==> config.mk <==
export PLATFORM = sky130hd
export DESIGN_NAME = wdt_top
export DESIGN_NICKNAME = d
export VERILOG_FILES = /design/src/rtl/wdt_pkg.sv /design/src/rtl/wdt_regs.sv /design/src/rtl/wdt_prescaler.sv /design/src/rtl/wdt_warn_timer.sv /design/src/rtl/wdt_dog_counter.sv /design/src/rtl/wdt_top.sv
export SDC_FILE = /design/constraint.sdc
export NUM_CORES = 1
export LEC_CHECK = 0
export ABC_AREA = 1
export BUFFER_PORTS_ARGS = -buffer_cell sky130_fd_sc_hd__buf_2
export CAP_MARGIN = 5
export CELL_PAD_IN_SITES_DETAIL_PLACEMENT = 0
export CELL_PAD_IN_SITES_GLOBAL_PLACEMENT = 1
export CORE_MARGIN = 1.5
export CORE_UTILIZATION = 45
export DETAILED_ROUTE_END_ITERATION = 10
export HOLD_SLACK_MARGIN = 0.05
export PLACE_DENSITY_LB_ADDON = 0.1
export REMOVE_ABC_BUFFERS = 1
export SLEW_MARGIN = 10
export SYNTH_ARGS = -nofsm -noshare
export SYNTH_HDL_FRONTEND = slang
export SYNTH_SLANG_ARGS = --single-unit
==> constraint.sdc <==
create_clock -name clk -period 6.9 [get_ports clk]
set_input_delay 0.345 -clock clk [delete_from_list [all_inputs] [get_ports clk]]
set_output_delay 0.345 -clock clk [all_outputs]
set_load 0.01 [all_outputs]
==> src/rtl/wdt_pkg.sv <==
package wdt_pkg;
  localparam int BYTE_W   = 8;
  localparam int ADDR_W   = 4;
  localparam int WARN_W   = 24;
  localparam int DOG_W    = 16;
  localparam int WARN_BYTES = WARN_W / BYTE_W;

  localparam logic [ADDR_W-1:0] ADDR_CFG      = 4'h0;
  localparam logic [ADDR_W-1:0] ADDR_PRESEL   = 4'h1;
  localparam logic [ADDR_W-1:0] ADDR_TICK_GO  = 4'h2;
  localparam logic [ADDR_W-1:0] ADDR_WARN_CTL = 4'h3;
  localparam logic [ADDR_W-1:0] ADDR_WARN_L0  = 4'h4;
  localparam logic [ADDR_W-1:0] ADDR_DOG_CTL  = 4'h7;
  localparam logic [ADDR_W-1:0] ADDR_DOG_HI   = 4'h8;
  localparam logic [ADDR_W-1:0] ADDR_DOG_LO   = 4'h9;
  localparam logic [ADDR_W-1:0] ADDR_KEY      = 4'hA;

  localparam logic [BYTE_W-1:0] KEY_BYTE = 8'h5C;
  localparam logic [3:0]        LOCK_NIB = 4'hF;
endpackage

==> src/rtl/wdt_regs.sv <==
module wdt_regs
  import wdt_pkg::*;
(
  input  logic                 clk,
  input  logic                 rst_n,
  input  logic                 wr_en_i,
  input  logic [ADDR_W-1:0]    addr_i,
  input  logic [BYTE_W-1:0]    wdata_i,
  output logic [1:0]           presel_o,
  output logic                 presc_start_o,
  output logic                 key_match_o,
  output logic                 tick_src_o,
  output logic                 halt_o,
  output logic                 warn_we_o,
  output logic                 warn_en_o,
  output logic                 warn_rld_o,
  output logic [WARN_W-1:0]    warn_ld_o,
  output logic                 dog_arm_o,
  output logic [DOG_W-1:0]     dog_arm_val_o,
  output logic                 dog_kick_o,
  output logic [DOG_W-1:0]     dog_kick_val_o
);
  logic [5:0]        cfg_q, cfg_d;
  logic [1:0]        presel_q, presel_d;
  logic              halt_q, halt_d;
  logic [BYTE_W-1:0] hi_q, hi_d, lo_q, lo_d;
  logic [BYTE_W-1:0] wld_q [WARN_BYTES];
  logic [BYTE_W-1:0] wld_d [WARN_BYTES];
  logic              locked, we_ok;

  assign locked = (cfg_q[3:0] == LOCK_NIB);
  assign we_ok  = wr_en_i && !locked;

  always_comb begin
    cfg_d    = cfg_q;
    presel_d = presel_q;
    halt_d   = halt_q;
    hi_d     = hi_q;
    lo_d     = lo_q;
    if (wr_en_i && addr_i == ADDR_CFG) cfg_d = wdata_i[5:0];
    if (we_ok) begin
      case (addr_i)
        ADDR_PRESEL:  presel_d = wdata_i[1:0];
        ADDR_DOG_CTL: halt_d   = wdata_i[0];
        ADDR_DOG_HI:  hi_d     = wdata_i;
        ADDR_DOG_LO:  lo_d     = wdata_i;
        default: ;
      endcase
    end
  end

  always_ff @(posedge clk or negedge rst_n) begin
    if (!rst_n) begin
      cfg_q    <= '0;
      presel_q <= '0;
      halt_q   <= 1'b0;
      hi_q     <= '0;
      lo_q     <= '0;
    end else begin
      cfg_q    <= cfg_d;
      presel_q <= presel_d;
      halt_q   <= halt_d;
      hi_q     <= hi_d;
      lo_q     <= lo_d;
    end
  end

  for (genvar b = 0; b < WARN_BYTES; b++) begin : g_wld
    localparam logic [ADDR_W-1:0] BYTE_ADDR = ADDR_WARN_L0 + ADDR_W'(b);
    always_comb begin
      wld_d[b] = wld_q[b];
      if (we_ok && addr_i == BYTE_ADDR) wld_d[b] = wdata_i;
    end
    always_ff @(posedge clk or negedge rst_n) begin
      if (!rst_n) wld_q[b] <= '0;
      else        wld_q[b] <= wld_d[b];
    end
    assign warn_ld_o[b*BYTE_W +: BYTE_W] = wld_q[b];
  end

  assign presel_o       = presel_q;
  assign key_match_o    = cfg_q[4];
  assign tick_src_o     = cfg_q[5];
  assign halt_o         = halt_q;
  assign presc_start_o  = we_ok && (addr_i == ADDR_TICK_GO);
  assign warn_we_o      = wr_en_i && (addr_i == ADDR_WARN_CTL);
  assign warn_en_o      = wdata_i[0];
  assign warn_rld_o     = wdata_i[1];
  assign dog_arm_o      = we_ok && (addr_i == ADDR_DOG_LO);
  assign dog_arm_val_o  = {hi_q, wdata_i};
  assign dog_kick_o     = wr_en_i && (addr_i == ADDR_KEY) &&
                          (!cfg_q[4] || wdata_i == KEY_BYTE);
  assign dog_kick_val_o = {hi_q, lo_q};

  // setup bytes stay put while locked
  assert_locked_hi_R7: assert property (@(posedge clk) disable iff (!rst_n)
    locked && wr_en_i && addr_i == ADDR_DOG_HI |=> $stable(hi_q));
  assert_locked_presel_R7: assert property (@(posedge clk) disable iff (!rst_n)
    locked && wr_en_i && addr_i == ADDR_PRESEL |=> $stable(presel_q));
endmodule

==> src/rtl/wdt_prescaler.sv <==
module wdt_prescaler #(
  parameter int RATIO_S1 = 32,
  parameter int RATIO_S2 = 1024,
  parameter int RATIO_S3 = 32768
) (
  input  logic       clk,
  input  logic       rst_n,
  input  logic       start_i,
  input  logic [1:0] sel_i,
  output logic       tick_o,
  output logic       run_o
);
  localparam int CW = (RATIO_S3 > 1) ? $clog2(RATIO_S3) : 1;

  logic [CW-1:0] pc_q, pc_d, lim;
  logic          run_q, run_d;

  always_comb begin
    case (sel_i)
      2'd1:    lim = CW'(RATIO_S1 - 1);
      2'd2:    lim = CW'(RATIO_S2 - 1);
      2'd3:    lim = CW'(RATIO_S3 - 1);
      default: lim = '0;
    endcase
  end

  assign tick_o = run_q && (pc_q == lim);
  assign run_o  = run_q;

  always_comb begin
    run_d = run_q;
    pc_d  = pc_q;
    if (start_i) begin
      run_d = 1'b1;
      pc_d  = '0;
    end else if (run_q) begin
      pc_d = tick_o ? '0 : pc_q + CW'(1);
    end
  end

  always_ff @(posedge clk or negedge rst_n) begin
    if (!rst_n) begin
      run_q <= 1'b0;
      pc_q  <= '0;
    end else begin
      run_q <= run_d;
      pc_q  <= pc_d;
    end
  end

  // a divided tick is never followed by another tick at the same select
  assert_tick_spacing_R2: assert property (@(posedge clk) disable iff (!rst_n)
    tick_o && (sel_i != 2'd0) |=> !tick_o || (sel_i != $past(sel_i)));
endmodule

==> src/rtl/wdt_warn_timer.sv <==
module wdt_warn_timer
  import wdt_pkg::*;
(
  input  logic              clk,
  input  logic              rst_n,
  input  logic              tick_i,
  input  logic              ctrl_we_i,
  input  logic              ctrl_en_i,
  input  logic              ctrl_rld_i,
  input  logic [WARN_W-1:0] load_i,
  output logic              irq_o
);
  logic [WARN_W-1:0] cnt_q, cnt_d;
  logic              en_q, en_d;
  logic              flag_q, flag_d;

  always_comb begin
    cnt_d  = cnt_q;
    en_d   = en_q;
    flag_d = flag_q;
    if (ctrl_we_i) begin
      en_d = ctrl_en_i;
      if (ctrl_rld_i) begin
        cnt_d  = load_i;
        flag_d = 1'b0;
      end
    end else if (en_q && tick_i) begin
      if (cnt_q <= WARN_W'(1)) begin
        cnt_d  = '0;
        flag_d = 1'b1;
        en_d   = 1'b0;
      end else begin
        cnt_d = cnt_q - WARN_W'(1);
      end
    end
  end

  always_ff @(posedge clk or negedge rst_n) begin
    if (!rst_n) begin
      cnt_q  <= '0;
      en_q   <= 1'b0;
      flag_q <= 1'b0;
    end else begin
      cnt_q  <= cnt_d;
      en_q   <= en_d;
      flag_q <= flag_d;
    end
  end

  assign irq_o = flag_q;

  assert_flag_sticky_R9: assert property (@(posedge clk) disable iff (!rst_n)
    flag_q && !(ctrl_we_i && ctrl_rld_i) |=> flag_q);
  assert_flag_clear_R9: assert property (@(posedge clk) disable iff (!rst_n)
    ctrl_we_i && ctrl_rld_i |=> !flag_q);
endmodule

==> src/rtl/wdt_dog_counter.sv <==
module wdt_dog_counter
  import wdt_pkg::*;
(
  input  logic             clk,
  input  logic             rst_n,
  input  logic             tick_i,
  input  logic             halt_i,
  input  logic             arm_i,
  input  logic [DOG_W-1:0] arm_val_i,
  input  logic             kick_i,
  input  logic [DOG_W-1:0] kick_val_i,
  output logic             pulse_o
);
  logic [DOG_W-1:0] cnt_q, cnt_d;
  logic             run_q, run_d;
  logic             armed_q, armed_d;
  logic             pulse_q, pulse_d;
  logic             kick_ok;

  assign kick_ok = kick_i && armed_q;

  always_comb begin
    cnt_d   = cnt_q;
    run_d   = run_q;
    armed_d = armed_q;
    pulse_d = 1'b0;
    if (arm_i) begin
      cnt_d   = arm_val_i;
      run_d   = 1'b1;
      armed_d = 1'b1;
    end else if (kick_ok) begin
      cnt_d = kick_val_i;
      run_d = 1'b1;
    end else if (run_q && tick_i && !halt_i) begin
      if (cnt_q <= DOG_W'(1)) begin
        cnt_d   = '0;
        run_d   = 1'b0;
        pulse_d = 1'b1;
      end else begin
        cnt_d = cnt_q - DOG_W'(1);
      end
    end
  end

  always_ff @(posedge clk or negedge rst_n) begin
    if (!rst_n) begin
      cnt_q   <= '0;
      run_q   <= 1'b0;
      armed_q <= 1'b0;
      pulse_q <= 1'b0;
    end else begin
      cnt_q   <= cnt_d;
      run_q   <= run_d;
      armed_q <= armed_d;
      pulse_q <= pulse_d;
    end
  end

  assign pulse_o = pulse_q;

  assert_pulse_single_R3: assert property (@(posedge clk) disable iff (!rst_n)
    pulse_q |=> !pulse_q);
  assert_no_count_up_R3: assert property (@(posedge clk) disable iff (!rst_n)
    !arm_i && !kick_ok |=> cnt_q <= $past(cnt_q));
  assert_hold_after_expiry_R12: assert property (@(posedge clk) disable iff (!rst_n)
    pulse_q && !arm_i && !kick_ok |=> (cnt_q == '0) && !run_q);
  assert_halt_freezes_R10: assert property (@(posedge clk) disable iff (!rst_n)
    halt_i && !arm_i && !kick_ok |=> $stable(cnt_q));
endmodule

==> src/rtl/wdt_top.sv <==
module wdt_top
  import wdt_pkg::*;
#(
  parameter int PS_RATIO_S1 = 32,
  parameter int PS_RATIO_S2 = 1024,
  parameter int PS_RATIO_S3 = 32768
) (
  input  logic              clk,
  input  logic              rst_n,
  input  logic              bus_we,
  input  logic [ADDR_W-1:0] bus_addr,
  input  logic [BYTE_W-1:0] bus_wdata,
  output logic              warn_irq,
  output logic              wdog_rst
);
  logic rst_meta, rst_sync;

  always_ff @(posedge clk or negedge rst_n) begin
    if (!rst_n) begin
      rst_meta <= 1'b0;
      rst_sync <= 1'b0;
    end else begin
      rst_meta <= 1'b1;
      rst_sync <= rst_meta;
    end
  end

  logic [1:0]        presel;
  logic              presc_start, presc_tick, presc_run;
  logic              key_match, tick_src, halt;
  logic              warn_we, warn_en, warn_rld;
  logic [WARN_W-1:0] warn_ld;
  logic              dog_arm, dog_kick, dog_tick;
  logic [DOG_W-1:0]  dog_arm_val, dog_kick_val;

  wdt_regs u_regs (
    .clk            (clk),
    .rst_n          (rst_sync),
    .wr_en_i        (bus_we),
    .addr_i         (bus_addr),
    .wdata_i        (bus_wdata),
    .presel_o       (presel),
    .presc_start_o  (presc_start),
    .key_match_o    (key_match),
    .tick_src_o     (tick_src),
    .halt_o         (halt),
    .warn_we_o      (warn_we),
    .warn_en_o      (warn_en),
    .warn_rld_o     (warn_rld),
    .warn_ld_o      (warn_ld),
    .dog_arm_o      (dog_arm),
    .dog_arm_val_o  (dog_arm_val),
    .dog_kick_o     (dog_kick),
    .dog_kick_val_o (dog_kick_val)
  );

  wdt_prescaler #(
    .RATIO_S1 (PS_RATIO_S1),
    .RATIO_S2 (PS_RATIO_S2),
    .RATIO_S3 (PS_RATIO_S3)
  ) u_presc (
    .clk     (clk),
    .rst_n   (rst_sync),
    .start_i (presc_start),
    .sel_i   (presel),
    .tick_o  (presc_tick),
    .run_o   (presc_run)
  );

  wdt_warn_timer u_warn (
    .clk        (clk),
    .rst_n      (rst_sync),
    .tick_i     (presc_tick),
    .ctrl_we_i  (warn_we),
    .ctrl_en_i  (warn_en),
    .ctrl_rld_i (warn_rld),
    .load_i     (warn_ld),
    .irq_o      (warn_irq)
  );

  assign dog_tick = tick_src ? presc_tick : presc_run;

  wdt_dog_counter u_dog (
    .clk        (clk),
    .rst_n      (rst_sync),
    .tick_i     (dog_tick),
    .halt_i     (halt),
    .arm_i      (dog_arm),
    .arm_val_i  (dog_arm_val),
    .kick_i     (dog_kick),
    .kick_val_i (dog_kick_val),
    .pulse_o    (wdog_rst)
  );

  // no watchdog tick without a running prescaler
  assert_tick_needs_run_R11: assert property (@(posedge clk) disable iff (!rst_sync)
    !presc_run |-> !dog_tick);
  // the key path never fires on a mismatching byte when matching is on
  assert_key_match_R4: assert property (@(posedge clk) disable iff (!rst_sync)
    key_match && bus_we && bus_addr == ADDR_KEY && bus_wdata != KEY_BYTE |-> !dog_kick);
endmodule

==> metrics.txt, run 1 <==
met1 GRT Util=33.15%; Seq/Total Area, Yosys=44.52%; leakage power=0.003419 µW; post-CTS setup buffers=0; mux share of post-synthesis cell area=0%; Rows=43; die area=14710 µm²; most common cell after layout, fill and taps aside=nand2_1; Worst Slack Setup Final=4.497 ns; main combinational cell family by area after synthesis=simple AND/OR/NAND/NOR gates; Setup Skew=0.006173 ns; CTS tree=yes; run status=completed; initial antenna violation count=0; Die Width=121.3 µm; Reg clk slew, reported paths=0.08 ns; Top FF cell, synth=dfrtp_1; period utilization=34.83%; drt first pass iters=7; critical path class=reg -> reg; area delta synth->final=7.951%; FF-to-FF End=u_dog.cnt_q[2]; P per Cell Area=369.2 nW/µm²; Worst-Skew Late Latency=0.35 ns; drt wl/cell=14.87 µm; most frequent cells in the layout=292 x nand2_1, 111 x dfrtp_1, 108 x nor2_1; post-synthesis register bit count=112; adder-cell share of the synthesized area=0.9938%; Pins Over Slew Limit=0; total power=2509 µW; Fmax=0.4161 GHz; Synth Instances=869; Max clock buf depth=2; Mapped Avg Cell Area=7.244 µm²; synth unique cells=37; Inserted Clock Buffers=9; ANT nets after route=0; largest net degree at the start of global routing=72; post-synthesis simple-gate area fraction=35.88%; Cell Area, Synth=6295 µm²; met2 GRT Util=36.51%; core box area=13770 µm²; reg2reg path depth=8; Max-Cap Viols=0; met3 usage=4.229%; chip height=121.3 µm; busiest grt layer=met2; Crit. End Element=register; routability cong.=0.8757; DRC Markers=0; CP Capture Point=u_dog.cnt_q[2]; starting density of the core=45.70%; CP arrival=2.65 ns; number of H-tree levels=3; Post-Synth XOR/XNOR Area=4.035%; Post-synth ARST share=100.0%; number of DRC markers in iteration 0=497; Worst Hold Class=in -> reg; CP Launch Point=u_regs.cfg_q[3]; Max-slew headroom=33.42%; pre-CTS WS=4.364 ns; Final nets=896; WP data required=7.15 ns; fin crit period=2.403 ns; Port-buffer cells=16; worst-margin pin slew=0.9951 ns; total number of vias=5436; endpoints failing hold=0; startpoint types=register; RSZ-0062 raised after global routing=no; Setup Total Neg Slack=0 ns; Synth Area in Compound Gates=8.448%; gr ovfl total=0; wirelength, routed=15770 µm; worst vdd ir=147.8 µV; setup slack, reg-to-reg=4.50 ns; vias in the first global route=5220; CTS Root Cell=clkbuf_16; Tot GR Track Use=23.10%; Synth top area share=44.52%; number of diodes=0; area leader, netlist=dfrtp_1; Synth Warn #=0; top cells by area, synth=dfrtp_1 45%, nand2_1 17%, nand3_1 6.4%; global-route wire length before repair=26650 µm; EDFF count, synth=0; CP max FO=19; Ports=17; share of layout cells above drive strength 1=6.470%; fillers=1424; DR vias/cell=5.123; post-layout util=49.34%; clock sink count=112; DP HPWL=11200 µm; worst r2r src=u_regs.cfg_q[3]; endpoints failing setup=0
[sequential cells by signal, indices dropped and copies added, names as in the netlist]
| name | cells |
|---|---|
| u_warn.en_q | 1 |
| u_dog.armed_q | 1 |
| u_regs.warn_ld_o | 24 |
| u_regs.hi_q | 8 |
| rst_meta | 1 |
| u_presc.pc_q | 15 |
| u_regs.lo_q | 8 |
| u_regs.halt_o | 1 |
| u_presc.run_o | 1 |
| u_dog.pulse_o | 1 |
| u_dog.cnt_q | 16 |
| u_warn.cnt_q | 24 |
| rst_sync | 1 |
| u_warn.irq_o | 1 |
| u_regs.cfg_q | 6 |
| u_regs.presel_o | 2 |
| u_dog.run_q | 1 |
[Yosys cell counts, types with 3 or more instances]
library cell	count
nand3_1	81
o21ai_0	70
a21oi_1	7
inv_2	3
nand4_1	17
dfrtp_1	112
nand2_2	4
nand2_1	292
xnor2_1	11
nor2_2	5
ha_1	5
nor2_1	108
nand2_4	3
nor3_1	15
o21bai_1	6
buf_2	8
o21ai_1	4
buf_6	3
inv_1	67
xor2_1	18
clkbuf_1	9
[report_power, final]
group | internal, µW | switching, µW
clock network | 268 | 251
logic | 376 | 597
registers | 833 | 183
[what timing repair did]
item,CTS,global route
gates resized for setup,0,0
hold buffers,1,0
hold endpoints to repair,2,0
[cells by family (layout without fill, tap and decap cells)]
group,count (synthesis),after routing
AOI/OAI and AO/OA,96,96
xor gates and xnor gates,29,29
adders and majority gates,5,5
buffers and inverters,92,104
DFF,112,112
other,1,1
and+or+nand+nor,534,534
[worst min path at each step]
stage / start / to / slack, ns / depth (start not counted)
after floorplan: rst_n / rst_meta / 0.05 / 0
after global routing: rst_n / rst_sync / 0.30 / 2
final: bus_wdata[6] / u_regs.lo_q[6] / 0.29 / 3
after global placement: rst_n / rst_meta / 0.13 / 1
after CTS: bus_wdata[6] / u_regs.lo_q[6] / 0.27 / 3
after detailed placement: rst_n / rst_meta / 0.13 / 1
[area by class of cell]
class | count | area [µm²] | area share (%)
clock buffers | 11 | 252.7 | 3.719
clock inverters | 5 | 40.04 | 0.5892
inverters | 70 | 262.8 | 3.867
multi-input cells | 665 | 3110 | 45.77
flip-flops and latches | 112 | 2806 | 41.30
well taps | 180 | 225.2 | 3.314
repair buffers | 18 | 97.59 | 1.436
[stage by stage]
stage | area [µm²] | std cells | hold slack (ns)
after floorplan | 6176 | 847 | 0.04941
after global placement | 6492 | 1044 | 0.1301
after detailed placement | 6492 | 1044 | 0.1326
after CTS | 6795 | 1061 | 0.2705
after global routing | 6795 | 1061 | 0.3028
final | 6795 | 1061 | 0.2900
[routing by layer]
layer	wire length (µm)	share of wire (%)
met1	7907	50
met2	7105	45
met5	0	0
met3	619	3.9
met4	142	0.90
[worst max-delay path, cell delays in order (launching register included)]
cell and delay [ns]:
dfrtp_1 0.39, nand4_1 0.17, nand2_1 0.12, nor2_1 0.76, a21oi_4 0.24, nand2_1 0.33, o21ai_0 0.16, nand2_1 0.07
nand2_1 0.05
Power figures use the tool's default switching activity.
==> run 2, diff against run 1 <==
- clock period: 6.9 -> 2.3 ns (I/O delays scaled with it)
==> run 2 against run 1 <==
Net effect:
- critical path depth rose by 1
- hold slack got worse by 0.23 ns
- critical endpoint is now u_warn.cnt_q[13]
- power rose to 3.0 times the previous value
- utilization rose by 0.90 points
==> metrics.txt, run 2 (synthesized netlist as in run 1, its figures left out) <==
critical path class=reg -> reg (unchanged); wirelength, routed=15870 µm (was 15770 µm); leakage power=0.003487 µW (was 0.003419 µW); total power=7597 µW (was 2509 µW); core box area=13770 µm² (unchanged); drt wl/cell=14.76 µm (was 14.87 µm); routability cong.=0.8693 (was 0.8757); Crit. End Element=register (unchanged); Setup Total Neg Slack=0 ns (unchanged); FF-to-FF End=u_warn.cnt_q[13] (was u_dog.cnt_q[2]); DP HPWL=11440 µm (was 11200 µm); logic gate share of total power=39.2% (was 38.8%); Fmax=0.4760 GHz (was 0.4161 GHz); Multi-input gate area=3110 µm² (unchanged); metal2 WL=7315 µm (was 7105 µm); pre-CTS WS=0.1843 ns (was 4.364 ns); global-route wire length before repair=26320 µm (was 26650 µm); run status=completed (unchanged); placed cell count=1056 (was 1044); hold buffer count at CTS=2 (was 1); CTS tree=yes (unchanged); uppermost layer routed=met4 (unchanged); sw frac=41.33% (was 41.12%); DR vias/cell=5.100 (was 5.123); post-layout util=50.24% (was 49.34%); period utilization=91.33% (was 34.83%); Tot GR Track Use=23.01% (was 23.10%); CP arrival=2.36 ns (was 2.65 ns); DRC Markers=0 (unchanged); clock sink count=112 (unchanged); CP max FO=14 (was 19); Worst Hold Class=in -> async (was in -> reg); Worst Slack Setup Final=0.1993 ns (was 4.497 ns); fillers=1407 (was 1424); post-CTS setup buffers=0 (unchanged); post_cts resized=0 (unchanged); worst vdd ir=608.1 µV (was 147.8 µV); area delta synth->final=9.919% (was 7.951%); Reg clk slew, reported paths=0.08 ns (about the same); number of DRC markers in iteration 0=460 (was 497); ANT nets after route=0 (unchanged); P per Cell Area=1098 nW/µm² (was 369.2 nW/µm²); endpoints failing hold=0 (unchanged); Worst-Skew Late Latency=0.36 ns (was 0.35 ns); CTS Root Cell=clkbuf_16 (unchanged); Rows=43 (unchanged); Port-buffer cells=16 (unchanged); die area=14710 µm² (unchanged); Max clock buf depth=2 (unchanged); startpoint types=register (unchanged); M1 WL=7720 µm (was 7907 µm); RSZ-0062 raised after global routing=no (unchanged); gr ovfl total=0 (unchanged); most common cell after layout, fill and taps aside=nand2_1 (unchanged); reg2reg path depth=9 (was 8); Clk network pwr share=20.8% (was 20.7%); fin crit period=2.101 ns (was 2.403 ns); setup slack, reg-to-reg=0.20 ns (was 4.50 ns); Net Sw Power=3140 µW (was 1032 µW); Max-slew headroom=60.74% (was 33.42%); number of H-tree levels=3 (unchanged); Die Width=121.3 µm (unchanged); Ports=17 (unchanged); Flop pwr share=40.1% (was 40.5%); Inserted Clock Buffers=9 (unchanged); Setup Skew=0.007177 ns (was 0.006173 ns); Max-Cap Viols=0 (unchanged); met3 wire len=590 µm (was 619 µm); FF/Latch Area=2806 µm² (unchanged); largest net degree at the start of global routing=60 (was 72); WP data required=2.56 ns (was 7.15 ns); vias in the first global route=5110 (was 5220); endpoints failing setup=0 (unchanged); drt first pass iters=5 (was 7); share of layout cells above drive strength 1=7.606% (was 6.470%); worst-margin pin slew=0.5871 ns (was 0.9951 ns); Final nets=909 (was 896); most frequent cells in the layout=292 x nand2_1, 111 x dfrtp_1, 108 x nor2_1 (unchanged); total number of vias=5483 (was 5436); worst r2r src=u_warn.cnt_q[0] (was u_regs.cfg_q[3]); starting density of the core=45.70% (unchanged); initial antenna violation count=1 (was 0); Pins Over Slew Limit=0 (unchanged); chip height=121.3 µm (unchanged); non-filler cells, final=1075 (was 1061); internal power=4458 µW (was 1477 µW)
==> run 2: changes by cell type in the layout (fill, tap and decap cells not counted), sizes merged <==
cell         delta
buf            +12
clkinv          -2
diode           +1
dlygate4sd3     +1
inv             +2
==> run 2: cell type report <==
type	count	share of cell area [%]
clock buffers	11	3.508
diodes	1	0.03617
repair buffers	31	3.219
inverters	70	3.797
clock inverters	5	0.6691
flip-flops and latches	112	40.56
well taps	180	3.255
multi-input cells	665	44.95
==> run 2: how the worst max path moves through the flow <==
| stage | start | end | slack [ns] | cells past startpoint |
|---|---|---|---|---|
| 2_1_floorplan | rst_sync | u_dog.armed_q | -1.05 | 0 |
| 3_3_place_gp | u_warn.cnt_q[0] | u_warn.cnt_q[15] | 0.27 | 9 |
| 3_5_place_dp | u_warn.cnt_q[0] | u_warn.cnt_q[13] | 0.18 | 9 |
| 4_1_cts | u_warn.cnt_q[0] | u_warn.cnt_q[9] | 0.18 | 9 |
| 5_1_grt | u_warn.cnt_q[0] | u_warn.cnt_q[12] | 0.003 | 9 |
| 6_report | u_warn.cnt_q[0] | u_warn.cnt_q[13] | 0.20 | 9 |
==> run 2: power groups by stage <==
| stage | Clock, µW | Combinational (µW) | Sequential, µW |
|---|---|---|---|
| floorplan | 0 | 2350 | 2950 |
| global placement | 0 | 2980 | 3060 |
| detailed placement | 0 | 3000 | 3070 |
| CTS | 1620 | 3010 | 3040 |
| global route | 1700 | 3470 | 3130 |
| finish | 1580 | 2970 | 3040 |
==> run 2: critical path: stages (launching register included) <==
cell and delay [ns]:
dfrtp_1 0.44, inv_1 0.10, ha_1 0.21, nor2_1 0.06, nor3_1 0.26, nand2_1 0.15
o21ai_2 0.47, o21ai_0 0.19, nand2_1 0.08, nand2_1 0.05
==> run 2: through the flow <==
step | hold slack (ns) | cell area, µm²
after global routing | 0.06231 | 6917
after detailed placement | -0.09632 | 6608
after CTS | 0.05800 | 6917
after floorplan | -0.1806 | 6176
after global placement | -0.09907 | 6608
final | 0.06439 | 6919
==> run 2: routing by layer <==
metal | vias up | GRT usage [%]
li1 | 2826 | -
met1 | 2522 | 32.31
met2 | 119 | 36.58
met3 | 16 | 4.464
met4 | 0 | 5.882
met5 | - | 0
